**src/rtl/clkgpio_pkg.sv**
```systemverilog
package clkgpio_pkg;
   typedef enum logic [1:0] {
      SEL_NONE = 2'd0,
      SEL_DATA = 2'd1,
      SEL_DIR  = 2'd2
   } reg_sel_e;

   function automatic reg_sel_e decode_sel(input logic [7:0] addr,
                                           input logic [7:0] data_ofs,
                                           input logic [7:0] dir_ofs);
      if (addr == data_ofs)     return SEL_DATA;
      else if (addr == dir_ofs) return SEL_DIR;
      else                      return SEL_NONE;
   endfunction
endpackage

```
**src/rtl/clkgpio_sync.sv**
```systemverilog
module clkgpio_sync #(
   parameter int WIDTH  = 5,
   parameter int STAGES = 2
) (
   input  logic             clk,
   input  logic             rst_n,
   input  logic [WIDTH-1:0] async_in,
   output logic [WIDTH-1:0] sync_out
);
   generate
      if (STAGES < 1) begin : g_bad
         $error("clkgpio_sync: STAGES must be at least 1");
      end
   endgenerate

   logic [WIDTH-1:0] chain [STAGES];

   genvar s;
   generate
      for (s = 0; s < STAGES; s++) begin : g_stage
         if (s == 0) begin : g_first
            always_ff @(posedge clk or negedge rst_n) begin
               if (!rst_n) chain[0] <= '0;
               else        chain[0] <= async_in;
            end
         end else begin : g_next
            always_ff @(posedge clk or negedge rst_n) begin
               if (!rst_n) chain[s] <= '0;
               else        chain[s] <= chain[s-1];
            end
         end
      end
   endgenerate

   assign sync_out = chain[STAGES-1];
endmodule

```
**src/rtl/clkgpio_regs.sv**
```systemverilog
module clkgpio_regs
   import clkgpio_pkg::*;
#(
   parameter int          DATA_W    = 8,
   parameter int          NUM_PINS  = 5,
   parameter int          CLK_PIN   = 2,
   parameter int          CLKEN_BIT = 7,
   parameter logic [7:0]  DATA_OFS  = 8'h02,
   parameter logic [7:0]  DIR_OFS   = 8'h06
) (
   input  logic                clk,
   input  logic                rst_n,
   input  logic [7:0]          bus_addr,
   input  logic                bus_wr,
   input  logic                bus_rd,
   input  logic [DATA_W-1:0]   bus_wdata,
   output logic [DATA_W-1:0]   bus_rdata,
   input  logic [NUM_PINS-1:0] pin_sync,
   output logic [NUM_PINS-1:0] latch_q,
   output logic [NUM_PINS-1:0] dir_q,
   output logic                clken_q
);
   localparam logic [NUM_PINS-1:0] CLK_MASK = NUM_PINS'(1) << CLK_PIN;

   reg_sel_e sel;
   logic     wr_data, wr_dir;

   assign sel     = decode_sel(bus_addr, DATA_OFS, DIR_OFS);
   assign wr_data = bus_wr && (sel == SEL_DATA);
   assign wr_dir  = bus_wr && (sel == SEL_DIR);

   always_ff @(posedge clk or negedge rst_n) begin
      if (!rst_n) begin
         latch_q <= '0;
      end else if (wr_data) begin
         latch_q <= bus_wdata[NUM_PINS-1:0];
      end
   end

   always_ff @(posedge clk or negedge rst_n) begin
      if (!rst_n) begin
         dir_q   <= '0;
         clken_q <= 1'b0;
      end else if (wr_dir) begin
         dir_q   <= bus_wdata[NUM_PINS-1:0];
         clken_q <= bus_wdata[CLKEN_BIT];
      end
   end

   logic [NUM_PINS-1:0] from_pin;
   logic [DATA_W-1:0]   data_view, dir_view;

   assign from_pin = ~dir_q | (clken_q ? CLK_MASK : '0);

   always_comb begin
      data_view                 = '0;
      data_view[NUM_PINS-1:0]   = (latch_q & ~from_pin) | (pin_sync & from_pin);
      dir_view                  = '0;
      dir_view[NUM_PINS-1:0]    = dir_q;
      dir_view[CLKEN_BIT]       = clken_q;
   end

   always_comb begin
      bus_rdata = '0;
      if (bus_rd) begin
         unique case (sel)
            SEL_DATA: bus_rdata = data_view;
            SEL_DIR:  bus_rdata = dir_view;
            default:  bus_rdata = '0;
         endcase
      end
   end
endmodule

```
**src/rtl/clkgpio_pinmux.sv**
```systemverilog
module clkgpio_pinmux #(
   parameter int NUM_PINS = 5,
   parameter int CLK_PIN  = 2
) (
   input  logic [NUM_PINS-1:0] latch_q,
   input  logic [NUM_PINS-1:0] dir_q,
   input  logic                clken_q,
   input  logic                clk_src,
   output logic [NUM_PINS-1:0] pin_out,
   output logic [NUM_PINS-1:0] pin_oe
);
   genvar i;
   generate
      for (i = 0; i < NUM_PINS; i++) begin : g_pin
         if (i == CLK_PIN) begin : g_takeover
            assign pin_out[i] = clken_q ? clk_src : latch_q[i];
            assign pin_oe[i]  = dir_q[i] | clken_q;
         end else begin : g_plain
            assign pin_out[i] = latch_q[i];
            assign pin_oe[i]  = dir_q[i];
         end
      end
   endgenerate
endmodule

```
**src/rtl/clkgpio_port.sv**
```systemverilog
module clkgpio_port #(
   parameter int         DATA_W      = 8,
   parameter int         NUM_PINS    = 5,
   parameter int         CLK_PIN     = 2,
   parameter int         CLKEN_BIT   = 7,
   parameter int         SYNC_STAGES = 2,
   parameter logic [7:0] DATA_OFS    = 8'h02,
   parameter logic [7:0] DIR_OFS     = 8'h06
) (
   input  logic                clk,
   input  logic                rst_n,
   input  logic [7:0]          bus_addr,
   input  logic                bus_wr,
   input  logic                bus_rd,
   input  logic [DATA_W-1:0]   bus_wdata,
   output logic [DATA_W-1:0]   bus_rdata,
   input  logic                clk_src,
   output logic [NUM_PINS-1:0] pin_out,
   output logic [NUM_PINS-1:0] pin_oe,
   input  logic [NUM_PINS-1:0] pin_in
);
   generate
      if (NUM_PINS < 1 || NUM_PINS >= DATA_W) begin : g_bad_pins
         $error("clkgpio_port: NUM_PINS must lie in 1..DATA_W-1");
      end
      if (CLK_PIN < 0 || CLK_PIN >= NUM_PINS) begin : g_bad_clkpin
         $error("clkgpio_port: CLK_PIN must name an existing pin");
      end
      if (CLKEN_BIT < NUM_PINS || CLKEN_BIT >= DATA_W) begin : g_bad_clkbit
         $error("clkgpio_port: CLKEN_BIT must sit above the direction bits");
      end
      if (DATA_OFS == DIR_OFS) begin : g_bad_ofs
         $error("clkgpio_port: register offsets must differ");
      end
   endgenerate

   logic [NUM_PINS-1:0] pin_sync, latch_q, dir_q;
   logic                clken_q;

   clkgpio_sync #(.WIDTH(NUM_PINS), .STAGES(SYNC_STAGES)) u_sync (
      .clk      (clk),
      .rst_n    (rst_n),
      .async_in (pin_in),
      .sync_out (pin_sync)
   );

   clkgpio_regs #(
      .DATA_W(DATA_W), .NUM_PINS(NUM_PINS), .CLK_PIN(CLK_PIN),
      .CLKEN_BIT(CLKEN_BIT), .DATA_OFS(DATA_OFS), .DIR_OFS(DIR_OFS)
   ) u_regs (
      .clk       (clk),
      .rst_n     (rst_n),
      .bus_addr  (bus_addr),
      .bus_wr    (bus_wr),
      .bus_rd    (bus_rd),
      .bus_wdata (bus_wdata),
      .bus_rdata (bus_rdata),
      .pin_sync  (pin_sync),
      .latch_q   (latch_q),
      .dir_q     (dir_q),
      .clken_q   (clken_q)
   );

   clkgpio_pinmux #(.NUM_PINS(NUM_PINS), .CLK_PIN(CLK_PIN)) u_mux (
      .latch_q (latch_q),
      .dir_q   (dir_q),
      .clken_q (clken_q),
      .clk_src (clk_src),
      .pin_out (pin_out),
      .pin_oe  (pin_oe)
   );
endmodule

```
**config.mk**
```make
export PLATFORM = sky130hd
export DESIGN_NAME = clkgpio_port
export DESIGN_NICKNAME = d
export VERILOG_FILES = /design/src/rtl/clkgpio_pkg.sv /design/src/rtl/clkgpio_sync.sv /design/src/rtl/clkgpio_regs.sv /design/src/rtl/clkgpio_pinmux.sv /design/src/rtl/clkgpio_port.sv
export SDC_FILE = /design/constraint.sdc
export NUM_CORES = 1
export LEC_CHECK = 0
export ABC_AREA = 1
export ABC_CLOCK_PERIOD_IN_PS = 800
export BUFFER_PORTS_ARGS = -buffer_cell sky130_fd_sc_hd__buf_4
export CAP_MARGIN = 20
export CELL_PAD_IN_SITES_DETAIL_PLACEMENT = 1
export CELL_PAD_IN_SITES_GLOBAL_PLACEMENT = 2
export CORE_MARGIN = 2
export CORE_UTILIZATION = 23
export DETAILED_ROUTE_END_ITERATION = 12
export PLACE_DENSITY = 0.77
export SYNTH_ARGS = -nofsm -noshare
export SYNTH_HDL_FRONTEND = slang
export SYNTH_SLANG_ARGS = --single-unit
```
**constraint.sdc**
```tcl
create_clock -name clk -period 0.8 [get_ports clk]
set_input_delay 0 -clock clk [delete_from_list [all_inputs] [get_ports clk]]
set_output_delay 0 -clock clk [all_outputs]
set_load 0.05 [all_outputs]
```
==> metrics.yaml <==
placed_design:
  dp_slack_ps: -322.6
  dpl-instance-area_sq_um: 1470
  dpl.hpwl_microns: 2155
  dp.cells: 223
  port_buffers: 39
  place_congestion: 0.7889
setup_path:
  timing.rr.start: "u_regs.dir_q[2]$_DFFE_PN0P_"
  worst_setup_path_end_kind: "primary output"
  r2r-end: "u_regs.dir_q[2]$_DFFE_PN0P_"
  worstSetupPathType: "register to primary output"
  worstRegToRegCells: 3
  crit_arrival_ps: 1280
  startpoint_type: "register"
  cp_data_required_time_ps: 800
  rrSetupSlack_ps: 0
  path_max_fanout: 4
detailed_routing:
  drt_iter0_markers: 29
  vias_per_cell: 4.233
  vias: 1054
  remaining_drc_errors: 0
  post_drt_wl_per_cell_microns: 12.58
  postRouteAntennaNets: 0
  drt_wl_total_microns: 3133
  drtPass1Iterations: 4
clock_network:
  clockBufferDepth: 2
  ctsHtreeMaxLevel: 1
  root_buffer: "clkbuf_8"
  clk_latency_ps: 250
  clock-sinks: 21
  numCtsBuffers: 3
  cts_tree: "done"
  clk_pin_slew_worst_paths_ps: 80
power_and_ir_drop:
  internal_power_w: 0.001764
  power_leakage_nw: 0.9589
  p_seq_frac: 0.469
  p_per_area_nw_per_um2: 1289
  combinationalPowerShare: 0.245
  p_total_w: 0.002446
  p_clk_frac: 0.286
  ir_drop_mv: 0.7338
  p_sw_w: 0.0006821
  switching_share: 0.2788
floorplan:
  fp-row-count: 24
  die_w_microns: 71.24
  dieHeight_microns: 71.24
  die_area_sq_um: 5074
  start_util: 0.2388
  coreArea_sq_um: 4354
  io_pins: 44
status:
  outcome: "finished, violations left"
  violations: "setup timing"
synthesis:
  yosysWarnings: 0
  synth_cell_type_count: 15
  avgSynthCellArea_sq_um: 8.123
  postSynthCellCount: 128
  synth_top_area_share: 0.5054
  yosysSeqAreaShare: 0.5054
  netlist_area_sq_um: 1040
  synth_seq_cells: 21
  synth_top_cell_by_area: "dfrtp_1"
  synth.top_cells.by_area: "dfrtp_1 51%, nand2_1 14%, nand3_1 11%"
grt:
  antenna_found_initial: 0
  track_usage: 0.1257
  grt_pass1_vias: 1078
  grt_pass1_wl_microns: 5009
  overflow: 0
  grt_max_degree: 22
layout:
  layout-drive-gt1-share: 0.4569
  finalInstanceArea_sq_um: 1898
  nFillCells: 486
  syn2layout_area_growth_pct: 82.55
  final_util: 0.4359
  antenna_cells: 0
  register_area_sq_um: 526.8
  instances_no_fill: 249
  multi_input_area_sq_um: 445.4
  nets: 224
sta:
  max_clock_freq_ghz: 0.7842
  finalSetupViolations: 16
  period_share: 1.594
  finalClockSkew_ps: 0.4392
  fin_ws_ps: -475.2
  rsz0062_at_grt: "true"
  post-route-min-period_ps: 1275
  drv_slew: 0
  hold_viol_final: 0
worst_hold_path:
  hp-class: "input pin to async pin"
job:
  max_cap_violations: 0
-- worst max-delay path: stages (launching register included) --
cell and delay (ps):
dfrtp_1 420, inv_2 90, a21oi_1 60, nor2_1 110, nand2_1 100, nand2_4 90
buf_8 140
-- logic make-up (layout without fill, tap and decap cells) --
| group | after synthesis | count (layout) | synth area share |
|---|---|---|---|
| buffers and inverters | 24 | 92 | 0.1384 |
| AND/OR/NAND/NOR | 76 | 76 | 0.3237 |
| other | 1 | 2 | 0.003607 |
| flip-flops | 21 | 21 | 0.5054 |
| AO/OA/AOI/OAI | 6 | 6 | 0.02887 |
-- sequential cells by signal (all words and copies together), names as in the netlist --
name and cells:
u_regs.dir_q 5, u_sync.sync_out 5, u_regs.latch_q 5, u_regs.clken_q 1, u_sync.chain 5
-- through the flow --
step | setup TNS [ps] | hold slack [ps]
final | -5013 | 142.9
after global routing | -6045 | 163.0
after CTS | -4467 | 157.6
after detailed placement | -3896 | -94.38
after global placement | -3532 | -102.7
after floorplan | -179.0 | -295.6
-- cells in the final DEF, fill, tap and decap left out, types with 2 or more instances in the layout --
cell / instances
buf_4: 35
nand2_1: 30
nand3_1: 21
dfrtp_1: 20
buf_6: 16
buf_8: 14
dlygate4sd3_1: 12
inv_1: 10
nor2_1: 7
nand2_2: 6
nand2_4: 5
o21ai_1: 4
nor2_4: 3
clkbuf_8: 3
nand3_2: 2
conb_1: 2
-- routing by layer --
metal / track usage / routed length (microns) / vias to the layer above
li1: - / - / 527
met1: 0.1478 / 1255 / 500
met2: 0.2346 / 1744 / 25
met3: 0.02250 / 119 / 2
met4: 0.03145 / 14 / 0
met5: 0 / 0 / -
-- worst max-delay path by stage --
stage / startpoint / endpoint / depth (start not counted)
CTS: u_regs.clken_q$_DFFE_PN0P_ / bus_rdata[2] / 7
detailed placement: bus_addr[5] / bus_rdata[3] / 7
finish: u_regs.clken_q$_DFFE_PN0P_ / bus_rdata[2] / 6
global placement: bus_addr[7] / bus_rdata[2] / 7
global route: u_regs.clken_q$_DFFE_PN0P_ / bus_rdata[2] / 6
floorplan: u_regs.clken_q$_DFFE_PN0P_ / pin_out[2] / 1
-- cell usage after synthesis --
cell,count
nand3_1,23
nor2_1,7
buf_2,1
o21ai_0,5
dfrtp_1,21
conb_1,1
buf_6,2
nand2_1,39
nor2_2,3
buf_4,10
a21oi_1,1
inv_1,11
nor2_4,1
nand2_2,2
or2_2,1
-- repair_timing --
action	CTS	global route
endpoints found under the setup margin	16	20
resized for setup	41	17
buffers inserted	10	11
hold endpoints to repair	35	0
pin swaps	4	10
hold buffers	12	0
-- power by group through the flow --
| stage | Clock [W] | Combinational [W] | Sequential (W) |
|---|---|---|---|
| 4_1_cts | 0.000716 | 0.000574 | 0.00114 |
| 5_1_grt | 0.000770 | 0.000647 | 0.00115 |
| 6_report | 0.000700 | 0.000599 | 0.00115 |
| 3_3_place_gp | 0 | 0.000433 | 0.00116 |
| 3_5_place_dp | 0 | 0.000444 | 0.00117 |
| 2_1_floorplan | 0 | 0.000251 | 0.00116 |
-- cell type report --
cell class,count,share of cell area
tap,52,0.03428
multi-input combinational,84,0.2347
inverter,11,0.02175
sequential,21,0.2775
clock inverter,1,0.002637
timing repair buffer,77,0.4074
clock buffer,3,0.02175
(Power assumes the default switching activity.)
